$ cat src/rtl/splitbus_pkg.sv
package splitbus_pkg;
  typedef enum logic [1:0] {
    SQ_IDLE = 2'd0,
    SQ_PEND = 2'd1,
    SQ_XFER = 2'd2
  } seq_state_t;
endpackage

$ cat src/rtl/splitbus_sync.sv
module splitbus_sync #(
  parameter int STAGES = 2
) (
  input  logic clk,
  input  logic rst_n,
  input  logic d,
  input  logic flush,
  output logic q
);
  logic [STAGES-1:0] chain_q;
  logic [STAGES-1:0] chain_d;

  generate
    for (genvar i = 0; i < STAGES; i++) begin : g_stage
      if (i == 0) begin : g_first
        always_comb chain_d[i] = flush ? 1'b0 : d;
      end else begin : g_rest
        always_comb chain_d[i] = flush ? 1'b0 : chain_q[i-1];
      end
    end
  endgenerate

  always_ff @(posedge clk or negedge rst_n) begin
    if (!rst_n) chain_q <= '0;
    else        chain_q <= chain_d;
  end

  assign q = chain_q[STAGES-1];
endmodule

$ cat src/rtl/splitbus_seq.sv
module splitbus_seq
  import splitbus_pkg::*;
(
  input  logic clk,
  input  logic rst_n,
  input  logic send_valid,
  input  logic ack,
  input  logic req_last,
  output logic load,
  output logic take,
  output logic raw_req,
  output logic xfer,
  output logic busy
);
  seq_state_t state_q, state_d;

  always_comb begin
    load    = (state_q == SQ_IDLE) && send_valid;
    take    = (state_q == SQ_PEND) && ack && req_last;
    state_d = state_q;
    case (state_q)
      SQ_IDLE: if (load) state_d = SQ_PEND;
      SQ_PEND: if (take) state_d = SQ_XFER;
      SQ_XFER: state_d = SQ_IDLE;
      default: state_d = SQ_IDLE;
    endcase
  end

  always_ff @(posedge clk or negedge rst_n) begin
    if (!rst_n) state_q <= SQ_IDLE;
    else        state_q <= state_d;
  end

  assign raw_req = (state_q == SQ_PEND);
  assign xfer    = (state_q == SQ_XFER);
  assign busy    = (state_q != SQ_IDLE);
endmodule

$ cat src/rtl/splitbus_pktdrv.sv
module splitbus_pktdrv #(
  parameter int DST_W  = 32,
  parameter int SRC_W  = 16,
  parameter int DATA_W = 16
) (
  input  logic                          clk,
  input  logic                          rst_n,
  input  logic                          load,
  input  logic                          take,
  input  logic [DST_W-1:0]              dst,
  input  logic [SRC_W-1:0]              src,
  input  logic [DATA_W-1:0]             data,
  output logic [DST_W+SRC_W+DATA_W-1:0] pkt
);
  localparam int PKT_W = DST_W + SRC_W + DATA_W;

  logic [PKT_W-1:0] hold_q, hold_d;
  logic [PKT_W-1:0] out_q, out_d;

  always_comb begin
    hold_d = hold_q;
    if (load) hold_d = {dst, src, data};
    out_d = take ? hold_q : '0;
  end

  always_ff @(posedge clk or negedge rst_n) begin
    if (!rst_n) begin
      hold_q <= '0;
      out_q  <= '0;
    end else begin
      hold_q <= hold_d;
      out_q  <= out_d;
    end
  end

  assign pkt = out_q;
endmodule

$ cat src/rtl/splitbus_status.sv
module splitbus_status (
  input  logic clk,
  input  logic rst_n,
  input  logic sample,
  input  logic accept,
  input  logic clr,
  output logic done,
  output logic done_ok,
  output logic err
);
  logic done_q, done_d;
  logic ok_q, ok_d;
  logic err_q, err_d;

  always_comb begin
    done_d = sample;
    ok_d   = sample ? accept : ok_q;
    err_d  = err_q;
    if (clr)              err_d = 1'b0;
    if (sample && !accept) err_d = 1'b1;
  end

  always_ff @(posedge clk or negedge rst_n) begin
    if (!rst_n) begin
      done_q <= 1'b0;
      ok_q   <= 1'b0;
      err_q  <= 1'b0;
    end else begin
      done_q <= done_d;
      ok_q   <= ok_d;
      err_q  <= err_d;
    end
  end

  assign done    = done_q;
  assign done_ok = ok_q & done_q;
  assign err     = err_q;
endmodule

$ cat src/rtl/splitbus_requester.sv
module splitbus_requester #(
  parameter int DST_W       = 32,
  parameter int SRC_W       = 16,
  parameter int DATA_W      = 16,
  parameter int SYNC_STAGES = 2
) (
  input  logic                          clk,
  input  logic                          rst_n,
  input  logic                          send_valid,
  input  logic [DST_W-1:0]              send_dst,
  input  logic [SRC_W-1:0]              send_src,
  input  logic [DATA_W-1:0]             send_data,
  input  logic                          err_clr,
  output logic                          busy,
  output logic                          done,
  output logic                          done_ok,
  output logic                          err_flag,
  output logic                          bus_req,
  input  logic                          bus_ack,
  output logic                          bus_drive,
  output logic [DST_W+SRC_W+DATA_W-1:0] bus_pkt,
  input  logic                          bus_accept
);
  logic load, take, raw_req, xfer, req_last;

  splitbus_seq u_seq (
    .clk(clk), .rst_n(rst_n), .send_valid(send_valid), .ack(bus_ack),
    .req_last(req_last), .load(load), .take(take), .raw_req(raw_req),
    .xfer(xfer), .busy(busy)
  );

  splitbus_sync #(.STAGES(SYNC_STAGES)) u_sync (
    .clk(clk), .rst_n(rst_n), .d(raw_req), .flush(take), .q(req_last)
  );

  splitbus_pktdrv #(.DST_W(DST_W), .SRC_W(SRC_W), .DATA_W(DATA_W)) u_pkt (
    .clk(clk), .rst_n(rst_n), .load(load), .take(take),
    .dst(send_dst), .src(send_src), .data(send_data), .pkt(bus_pkt)
  );

  splitbus_status u_stat (
    .clk(clk), .rst_n(rst_n), .sample(xfer), .accept(bus_accept),
    .clr(err_clr), .done(done), .done_ok(done_ok), .err(err_flag)
  );

  assign bus_req   = req_last & ~bus_ack;
  assign bus_drive = xfer;
endmodule

$ cat config.mk
export PLATFORM = sky130hd
export DESIGN_NAME = splitbus_requester
export DESIGN_NICKNAME = d
export VERILOG_FILES = /design/src/rtl/splitbus_pkg.sv /design/src/rtl/splitbus_sync.sv /design/src/rtl/splitbus_seq.sv /design/src/rtl/splitbus_pktdrv.sv /design/src/rtl/splitbus_status.sv /design/src/rtl/splitbus_requester.sv
export SDC_FILE = /design/constraint.sdc
export NUM_CORES = 1
export LEC_CHECK = 0
export ABC_AREA = 1
export BUFFER_PORTS_ARGS = -buffer_cell sky130_fd_sc_hd__buf_2
export CORE_MARGIN = 3
export CORE_UTILIZATION = 45
export CTS_BUF_LIST = sky130_fd_sc_hd__clkbuf_16
export CTS_CLUSTER_SIZE = 8
export DETAILED_ROUTE_END_ITERATION = 6
export GPL_ROUTABILITY_DRIVEN = 0
export PLACE_DENSITY = 0.69
export SLEW_MARGIN = 25
export SYNTH_ARGS = -nofsm -noshare
export SYNTH_HDL_FRONTEND = slang
export SYNTH_SLANG_ARGS = --single-unit
export TNS_END_PERCENT = 50
$ cat constraint.sdc
create_clock -name clk -period 2.5 [get_ports clk]
set_input_delay 0.5 -clock clk [delete_from_list [all_inputs] [get_ports clk]]
set_output_delay 0.5 -clock clk [all_outputs]
set_load 0.1 [all_outputs]
==> results of run 1 <==
per-layer routing:
layer,vias to the layer above,wire (um),share of wire [%]
li1,1788,-,-
met1,1728,4435,43
met2,99,5050,49
met3,17,578,5.6
met4,0,204,2.0
met5,-,0,0
final timing paths:
| path | endpoint | cells past startpoint | slack (ns) | start |
|---|---|---|---|---|
| worst max-delay path | busy | 4 | 0.36 | u_seq.state_q[0] |
| min in group clk | u_stat.ok_q | 3 | 0.32 | bus_accept |
| worst min-delay path | u_pkt.pkt[32] | 1 | 0.02 | rst_n |
| worst min register to register | u_pkt.hold_q[28] | 2 | 0.47 | u_pkt.hold_q[28] |
| worst max register to register | u_pkt.pkt[22] | 4 | 0.88 | u_seq.state_q[1] |
| max in group asynchronous | u_pkt.pkt[5] | 2 | 1.73 | rst_n |
stage by stage:
stage	instances	total power, mW	area (um^2)	utilization [%]
floorplan	508	5.347	4933	-
global placement	763	5.804	5724	54.47
detailed placement	763	5.866	5724	54.47
CTS	795	8.179	6271	59.67
global route	795	8.588	6271	59.67
finish	795	8.101	6271	59.67
cells in the final DEF (no fill, tap or decap):
cell and n:
sky130_fd_sc_hd__nand2_2 1, sky130_fd_sc_hd__nor2_1 68, sky130_fd_sc_hd__clkinv_1 4, sky130_fd_sc_hd__nand3_1 64
sky130_fd_sc_hd__clkinv_2 4, sky130_fd_sc_hd__bufinv_16 2, sky130_fd_sc_hd__dfrtp_1 135, sky130_fd_sc_hd__clkinvlp_4 2
sky130_fd_sc_hd__nand4_4 1, sky130_fd_sc_hd__buf_6 1, sky130_fd_sc_hd__clkbuf_16 17, sky130_fd_sc_hd__buf_2 138
sky130_fd_sc_hd__nand2_1 136, sky130_fd_sc_hd__o21ai_1 1, sky130_fd_sc_hd__inv_1 76, sky130_fd_sc_hd__buf_4 6
sky130_fd_sc_hd__o21ai_0 1, sky130_fd_sc_hd__buf_12 1, sky130_fd_sc_hd__nor2_4 1
kinds of logic (layout without fill, tap and decap cells):
family,count (synthesis),after routing
and+or+nand+nor,271,271
AOI/OAI and AO/OA,2,2
DFF,135,135
buffers and inverters,100,251
state kept, by name, summed over array words and instances (netlist names):
name	flops
u_stat.done	1
u_pkt.pkt	64
u_sync.chain_q	2
u_stat.ok_q	1
u_stat.err	1
u_pkt.hold_q	64
u_seq.state_q	2
layout make-up:
class	instances	area (um^2)
inverters	73	274.0
multi-input cells	273	1135
repair buffers	146	767.0
fillers	931	4238
clock inverters	15	121.4
well taps	136	170.2
flip-flops and latches	135	3378
clock buffers	17	425.4
power by group through the flow:
stage	clock network (mW)	registers (mW)	logic [mW]
floorplan	0	4.11	1.23
global placement	0	3.18	2.62
detailed placement	0	3.20	2.67
CTS	2.33	3.17	2.68
global route	2.43	3.25	2.91
finish	2.28	3.17	2.65
==> flow_summary.ini, run 1 <==
[synth]
yosys-mux-area-fraction_pct = 0
yosys.area_share.xor_xnor_pct = 0
synth_compound_gate_area_share_pct = 0.2029
synth-edff-count = 0
netlist-cell-type-count = 14
yosysWarningCount = 0
synth_largest_area_cell = sky130_fd_sc_hd__dfrtp_1
synth.cells.most_frequent = sky130_fd_sc_hd__nand2_1 (137), sky130_fd_sc_hd__dfrtp_1 (135), sky130_fd_sc_hd__inv_1 (73)
synthMostInstantiatedCell = sky130_fd_sc_hd__nand2_1
fraction_of_synthesis_flops_using_an_asynchronous_set_or_reset_pin_pct = 100.0
post_synth_fa_ha_maj_area_fraction_pct = 0
cell_count_after_synthesis = 508
area_fraction_in_and_or_nand_and_nor_cells_after_synthesis_pct = 22.47
synthesis.nets = 578
synthDominantCellAreaShare_pct = 68.48
main_combinational_cell_family_by_area_after_synthesis = simple AND/OR/NAND/NOR gates
synth_area_mm2 = 0.004933
synth.top_cells.by_area = sky130_fd_sc_hd__dfrtp_1 (68%), sky130_fd_sc_hd__nand2_1 (10%), sky130_fd_sc_hd__nand3_1 (6.5%), sky130_fd_sc_hd__inv_1 (5.6%), sky130_fd_sc_hd__nor2_1 (5.2%)
synthFlopType = sky130_fd_sc_hd__dfrtp_1
seq_area_frac_synth_pct = 68.48
ys_ff_latch = 135
post_syn_area_per_cell_um2 = 9.712

[power]
internal_power_mw = 4.837
fraction_of_power_consumed_by_the_clock_network_pct = 28.2
switchingPower_mw = 3.264
power_frac_comb_pct = 32.7
p_per_area_mw_per_mm2 = 1292
power.leakage_nw = 3.720
power.sequential.fraction_pct = 39.1
swShare_pct = 40.29
peakVddDrop_mv = 0.9244

[global_route]
grt_pass1_vias = 3649
antenna_violations_before_repair = 0
leftover_overflow_at_the_end_of_global_routing = 0
use_met3_pct = 5.186
grt_first_pass_wirelength_mm = 17.35
grt.total_usage_pct = 17.68
globalRouteMet1Util_pct = 22.45
grt-busiest-layer = met2
grt_start_max_net_pins = 65
met2_track_usage_gr_pct = 28.36

[sta]
grt_setup_unrepaired = no
worst_margin_pin_slew_ns = 0.6694
clock-skew-final_ns = 0.005778
layout_min_cycle_time_ns = 2.141
final-max-slew-violation-count = 0
final.setup.worst_slack_ns = 0.3592
finalSetupViolations = 0
hold_ws_ns = 0.01834
finalSetupTns_ns = 0
timing.slew.headroom_pct = 55.37
max_clock_freq_ghz = 0.4671
hold_viol = 0
finalCritPeriodShare_pct = 85.63

[worst_setup_path]
startpoint_type = flop
endpoint_kind = output pin
kind_of_cell_adding_the_most_delay_to_the_critical_path = buffers and inverters
required_time_of_the_critical_path_ns = 2.00
peak_fanout_along_the_critical_path = 20
worst_path_max_delay_cell = sky130_fd_sc_hd__dfrtp_1
critPathBufInv = 3
critical_path.cell_chain = nor2_4 > buf_4 > inv_1 > buf_2
timing.critical_path.slowest_cell_delay_ns = 0.47
path_type_of_the_worst_setup_path = reg -> out
critical_path_arrival_ns = 1.64

[run]
timing.max_cap.violations = 0

[floorplanning]
floorplan.die.width_um = 110.7
floorplan.io_pins = 140
initial_core_util_pct = 46.95
core_mm2 = 0.01051
die_h_um = 110.7
floorplan.die_area_mm2 = 0.01226
core.rowCount = 37

[cts]
cts.repair.resized = 0
post-cts-setup-buffer-count = 0
numClockSinks = 135
cts_buffers = 17
hold_buffers = 0
cts_h_tree_lvls = 4
clock_tree_root_buffer_cell = sky130_fd_sc_hd__clkbuf_16
clk_transition_reported_paths_ns = 0.05
clock_path_buffers = 2
cts_tree = yes
worstSkewPairLatency_ns = 0.40

[detailed_routing]
ant_nets = 0
detailroute.via_count = 3632
drt-wirelength-per-cell_um = 12.92
drt_first_iter_violations = 180
detail_route.first_pass.iterations = 5
drcViolationCount = 0
avgViaCountPerCell = 4.569
overall_routed_net_length_mm = 10.27

[placed_design]
io_buffer_count = 139
dpl_hpwl_mm = 6.691
pre_cts_ws_ns = 0.7679

[cells_and_area]
number_of_inserted_diodes = 0
nNetsFinal = 716
area_growth_syn_to_layout_pct = 27.11
drive_above_1_share_pct = 26.40

[status]
outcome = complete, no violations

[worst_hold_path]
min-delay-path-class = in -> async
No activity file was read; power rests on OpenSTA's default activity.
==> run 2, diff against run 1 <==
--- a/config.mk
+++ b/config.mk
@@ -13,7 +13,8 @@
 export CTS_CLUSTER_SIZE = 8
 export DETAILED_ROUTE_END_ITERATION = 6
 export GPL_ROUTABILITY_DRIVEN = 0
-export PLACE_DENSITY = 0.69
+export PLACE_DENSITY = 0.81
+export RECOVER_POWER = 25
 export SLEW_MARGIN = 25
 export SYNTH_ARGS = -nofsm -noshare
 export SYNTH_HDL_FRONTEND = slang
==> flow_summary.ini, run 2 (synthesis gave the netlist of run 1 again) <==
[status]
outcome = complete, no violations

[cells_and_area]
sequential_cell_area_mm2 = 0.003378
fill_cells = 870
mostFrequentLayoutCell = sky130_fd_sc_hd__buf_2
most_frequent_cells_in_the_layout = sky130_fd_sc_hd__buf_2 (138), sky130_fd_sc_hd__nand2_1 (136), sky130_fd_sc_hd__dfrtp_1 (135), sky130_fd_sc_hd__inv_1 (76), sky130_fd_sc_hd__nor2_1 (68)
number_of_inserted_diodes = 0
fin_area_mm2 = 0.006387
area_growth_syn_to_layout_pct = 29.47
drive_above_1_share_pct = 26.63
finalCoreUtilization_pct = 60.78
nNetsFinal = 718
multi_input_comb_area_mm2 = 0.001135
instances_no_fill = 797

[sta]
finalSetupViolations = 0
finalCritPeriodShare_pct = 86.17
hold_viol = 0
layout_min_cycle_time_ns = 2.154
hold_ws_ns = 0.3088
grt_setup_unrepaired = no
final-max-slew-violation-count = 0
clock-skew-final_ns = 0.008616
timing.slew.headroom_pct = 16.15
worst_margin_pin_slew_ns = 1.258
finalSetupTns_ns = 0
max_clock_freq_ghz = 0.4642
final.setup.worst_slack_ns = 0.3457

[cts]
cts_h_tree_lvls = 4
numClockSinks = 135
clk_transition_reported_paths_ns = 0.05
post-cts-setup-buffer-count = 0
cts_tree = yes
clock_path_buffers = 2
worstSkewPairLatency_ns = 0.40
cts.repair.resized = 0
hold_buffers = 0
clock_tree_root_buffer_cell = sky130_fd_sc_hd__clkbuf_16
cts_buffers = 17

[power]
internal_power_mw = 5.265
swShare_pct = 38.72
power.leakage_nw = 3.781
p_per_area_mw_per_mm2 = 1345
switchingPower_mw = 3.327
power.sequential.fraction_pct = 37.2
peakVddDrop_mv = 0.7457
fraction_of_power_consumed_by_the_clock_network_pct = 31.4
power_frac_comb_pct = 31.4
post-layout-total-power_mw = 8.592

[placed_design]
dpl_hpwl_mm = 7.097
placed_cells_incl_taps = 765
io_buffer_count = 139
dpl-instance-area_mm2 = 0.005752
pre_cts_ws_ns = 0.5706

[worst_setup_path]
path_type_of_the_worst_setup_path = reg -> out
timing.critical_path.slowest_cell_delay_ns = 0.45
r2r-start = u_seq.state_q[0]
rr_worst_depth = 5
kind_of_cell_adding_the_most_delay_to_the_critical_path = flip-flops
worst_path_max_delay_cell = sky130_fd_sc_hd__dfrtp_1
startpoint_type = flop
peak_fanout_along_the_critical_path = 19
critical_path.cell_chain = nor2_4 > inv_1 > buf_2
critPathBufInv = 2
required_time_of_the_critical_path_ns = 2.00
endpoint_kind = output pin
rr_endpoint = u_pkt.hold_q[20]
r2r_slack_ns = 0.61
critical_path_arrival_ns = 1.65

[global_route]
antenna_violations_before_repair = 0
grt_first_pass_wirelength_mm = 17.82
grt_pass1_vias = 3713
grt.total_usage_pct = 18.09
leftover_overflow_at_the_end_of_global_routing = 0
grt_start_max_net_pins = 65

[worst_hold_path]
timing.hold.worst_path_depth = 3
min-delay-start = bus_accept
min_delay_worst_endpoint = u_stat.ok_q
min-delay-path-class = in -> reg

[detailed_routing]
detail_route.first_pass.iterations = 5
detailroute.via_count = 3690
avgViaCountPerCell = 4.630
route.met3.wl_um = 665
met1Wirelength_mm = 4.529
overall_routed_net_length_mm = 10.63
met2WireLength_mm = 5.322
drcViolationCount = 0
drt-wirelength-per-cell_um = 13.34
maxUsedRoutingLayer = met4
drt_first_iter_violations = 192
ant_nets = 0

[floorplanning]
floorplan.die.width_um = 110.7
floorplan.io_pins = 140
core_mm2 = 0.01051
die_h_um = 110.7
initial_core_util_pct = 46.95
core.rowCount = 37
floorplan.die_area_mm2 = 0.01226

[run]
timing.max_cap.violations = 0
-- run 2: changes by cell type in the layout (fill, tap and decap cells not counted) --
cell	change
sky130_fd_sc_hd__buf_12	+1
sky130_fd_sc_hd__buf_6	-1
sky130_fd_sc_hd__clkbuf_2	+1
sky130_fd_sc_hd__buf_4	+1
sky130_fd_sc_hd__clkinvlp_4	-2
sky130_fd_sc_hd__clkinv_2	-2
sky130_fd_sc_hd__bufinv_16	+4
-- run 2: worst max-delay path by stage --
stage / start / endpoint / cells after the start
after floorplan: bus_ack / bus_req / 1
after global placement: u_seq.state_q[0] / u_pkt.hold_q[23] / 5
after detailed placement: u_seq.state_q[0] / u_pkt.hold_q[20] / 5
after CTS: u_seq.state_q[0] / busy / 3
after global routing: u_seq.state_q[0] / busy / 3
final: u_seq.state_q[0] / busy / 3
-- run 2: layout make-up --
type / instances / share of cell area (%)
inverter: 73 / 4.290
clock inverter: 15 / 3.389
sequential: 135 / 52.89
timing repair buffer: 148 / 12.34
clock buffer: 17 / 6.660
multi-input combinational: 273 / 17.77
tap: 136 / 2.664
-- run 2: layer usage --
layer  GRT usage [%]  up-vias
met1           22.92     1752
li1                -     1793
met2           29.57      132
met3           5.240       13
met5               0        -
met4           6.897        0
-- run 2: worst min-delay path, cell delays in order --
cell and delay, ns:
sky130_fd_sc_hd__buf_2 0.09, sky130_fd_sc_hd__nand2_1 0.04, sky130_fd_sc_hd__nand2_1 0.05
-- run 2: power by group through the flow --
stage / logic, mW / registers [mW] / clock network (mW)
6_report: 2.70 / 3.20 / 2.70
5_1_grt: 2.96 / 3.27 / 2.85
4_1_cts: 2.73 / 3.20 / 2.74
3_5_place_dp: 2.72 / 3.22 / 0
3_3_place_gp: 2.64 / 3.19 / 0
2_1_floorplan: 1.23 / 4.11 / 0
==> run 3, diff against run 2 <==
--- a/config.mk
+++ b/config.mk
@@ -8,13 +8,14 @@
 export ABC_AREA = 1
 export BUFFER_PORTS_ARGS = -buffer_cell sky130_fd_sc_hd__buf_2
 export CORE_MARGIN = 3
-export CORE_UTILIZATION = 45
+export CORE_UTILIZATION = 50
 export CTS_BUF_LIST = sky130_fd_sc_hd__clkbuf_16
 export CTS_CLUSTER_SIZE = 8
 export DETAILED_ROUTE_END_ITERATION = 6
 export GPL_ROUTABILITY_DRIVEN = 0
-export PLACE_DENSITY = 0.81
+export PLACE_DENSITY = 0.87
 export RECOVER_POWER = 25
+export REMOVE_ABC_BUFFERS = 1
 export SLEW_MARGIN = 25
 export SYNTH_ARGS = -nofsm -noshare
 export SYNTH_HDL_FRONTEND = slang
==> flow_summary.ini, run 3 (synthesis gave the netlist of run 1 again) <==
[status]
outcome = complete, no violations

[sta]
finalSetupTns_ns = 0
grt_setup_unrepaired = no
worst_margin_pin_slew_ns = 1.389
finalSetupViolations = 0
max_clock_freq_ghz = 0.4898
layout_min_cycle_time_ns = 2.041
final-max-slew-violation-count = 0
hold_viol = 0
clock-skew-final_ns = 0.009991
timing.slew.headroom_pct = 7.433
finalCritPeriodShare_pct = 81.66

[cts]
clk_transition_reported_paths_ns = 0.05
post-cts-setup-buffer-count = 0
cts_buffers = 17
hold_buffers = 0
clock_path_buffers = 2
numClockSinks = 135
cts_h_tree_lvls = 4
worstSkewPairLatency_ns = 0.40
clock_tree_root_buffer_cell = sky130_fd_sc_hd__clkbuf_16
cts_tree = yes
cts.repair.resized = 0

[worst_setup_path]
endpoint_kind = output pin
rr_worst_depth = 4
timing.critical_path.slowest_cell_delay_ns = 0.45
critical_path_arrival_ns = 1.54
rr_endpoint = u_pkt.hold_q[10]
peak_fanout_along_the_critical_path = 4
critical_path.cell_chain = inv_1 > nand2_1 > inv_1 > buf_2
path_type_of_the_worst_setup_path = reg -> out
critPathBufInv = 3
path_common_cell = sky130_fd_sc_hd__inv_1
r2r_slack_ns = 0.91
required_time_of_the_critical_path_ns = 2.00
r2r-start = u_seq.state_q[0]
kind_of_cell_adding_the_most_delay_to_the_critical_path = buffers and inverters
worst_path_max_delay_cell = sky130_fd_sc_hd__dfrtp_1
startpoint_type = flop

[detailed_routing]
drt-wirelength-per-cell_um = 13.43
avgViaCountPerCell = 4.684
drt_first_iter_violations = 220
detailroute.via_count = 3682
ant_nets = 0
overall_routed_net_length_mm = 10.56
drcViolationCount = 0
detail_route.first_pass.iterations = 4

[floorplanning]
core.rowCount = 35
core_mm2 = 0.009415
floorplan.die_area_mm2 = 0.01109
floorplan.die.width_um = 105.3
floorplan.io_pins = 140
initial_core_util_pct = 52.40
die_h_um = 105.3

[power]
power.leakage_nw = 3.698
peakVddDrop_mv = 0.5638
p_per_area_mw_per_mm2 = 1282

[cells_and_area]
number_of_inserted_diodes = 0
drive_above_1_share_pct = 27.09
nNetsFinal = 717
mostFrequentLayoutCell = sky130_fd_sc_hd__buf_2
finalCoreUtilization_pct = 65.95
most_frequent_cells_in_the_layout = sky130_fd_sc_hd__buf_2 (138), sky130_fd_sc_hd__nand2_1 (136), sky130_fd_sc_hd__dfrtp_1 (135), sky130_fd_sc_hd__inv_1 (74), sky130_fd_sc_hd__nor2_1 (68)
area_growth_syn_to_layout_pct = 25.87
instances_no_fill = 786

[global_route]
grt_pass1_vias = 3628
grt-busiest-layer = met2
leftover_overflow_at_the_end_of_global_routing = 0
globalRouteMet1Util_pct = 26.12
met2_track_usage_gr_pct = 33.01
grt_first_pass_wirelength_mm = 17.37
grt_start_max_net_pins = 65
use_met3_pct = 5.511
antenna_violations_before_repair = 0
grt.total_usage_pct = 20.01

[worst_hold_path]
min_delay_worst_endpoint = u_stat.ok_q
min-delay-start = bus_accept
timing.hold.worst_path_depth = 3
min-delay-path-class = in -> reg

[placed_design]
dpl_hpwl_mm = 7.038
placed_cells_incl_taps = 757
io_buffer_count = 139

[run]
timing.max_cap.violations = 0
## run 3: cell count changes in the layout (fill, tap and decap cells not counted)
cell and delta:
sky130_fd_sc_hd__bufinv_16 -6, sky130_fd_sc_hd__clkinv_2 +6, sky130_fd_sc_hd__clkinv_1 -4, sky130_fd_sc_hd__clkinvlp_4 +2, sky130_fd_sc_hd__inv_1 -2, sky130_fd_sc_hd__buf_12 -1
sky130_fd_sc_hd__buf_4 -1, sky130_fd_sc_hd__clkbuf_4 +1, sky130_fd_sc_hd__clkinv_4 +1
## run 3: area by class of cell
cell class	count	area, um^2
Sequential cell	135	3378
Fill cell	766	3206
Multi-Input combinational cell	273	1135
Timing Repair Buffer	147	768.2
Clock buffer	17	425.4
Inverter	73	274.0
Tap cell	129	161.4
Clock inverter	12	67.56
## run 3: worst min-delay path: stages
cell                      delay [ns]
sky130_fd_sc_hd__buf_2          0.09
sky130_fd_sc_hd__nand2_1        0.05
sky130_fd_sc_hd__nand2_1        0.05
## run 3: how the worst max path moves through the flow
| stage | from | cells after the start | slack, ns | to |
|---|---|---|---|---|
| final | u_seq.state_q[0] | 4 | 0.46 | bus_drive |
| after global routing | rst_n | 2 | 0.18 | u_pkt.pkt[39] |
| after CTS | u_seq.state_q[0] | 4 | 0.45 | bus_drive |
| after detailed placement | bus_ack | 3 | 0.84 | bus_req |
| after global placement | bus_ack | 3 | 0.85 | bus_req |
| after floorplan | u_seq.state_q[0] | 4 | -0.87 | u_pkt.hold_q[0] |
## run 3: metrics by stage
step | hold slack (ns) | total power [mW] | area [um^2] | setup WS [ns]
4_1_cts | 0.07767 | 8.035 | 6228 | 0.4451
2_1_floorplan | 0.2044 | 5.216 | 4771 | -0.8705
3_5_place_dp | 0.4589 | 5.931 | 5736 | 0.8358
5_1_grt | 0.3258 | 8.421 | 6210 | 0.1832
6_report | 0.3221 | 7.963 | 6210 | 0.4586
3_3_place_gp | 0.4530 | 5.794 | 5736 | 0.8483
## run 3: report_power, final
group          internal (mW)  total [mW]  switching, mW
Clock                   1.23        2.08          0.853
Sequential              2.85        3.19          0.340
Combinational          0.560        2.69           2.13
Total                   4.64        7.96           3.33
## run 3: per-layer routing
| layer | up-vias | wire [um] |
|---|---|---|
| met1 | 1778 | 4490 |
| met4 | 0 | 74 |
| met5 | - | 0 |
| li1 | 1785 | - |
| met3 | 8 | 564 |
| met2 | 111 | 5427 |
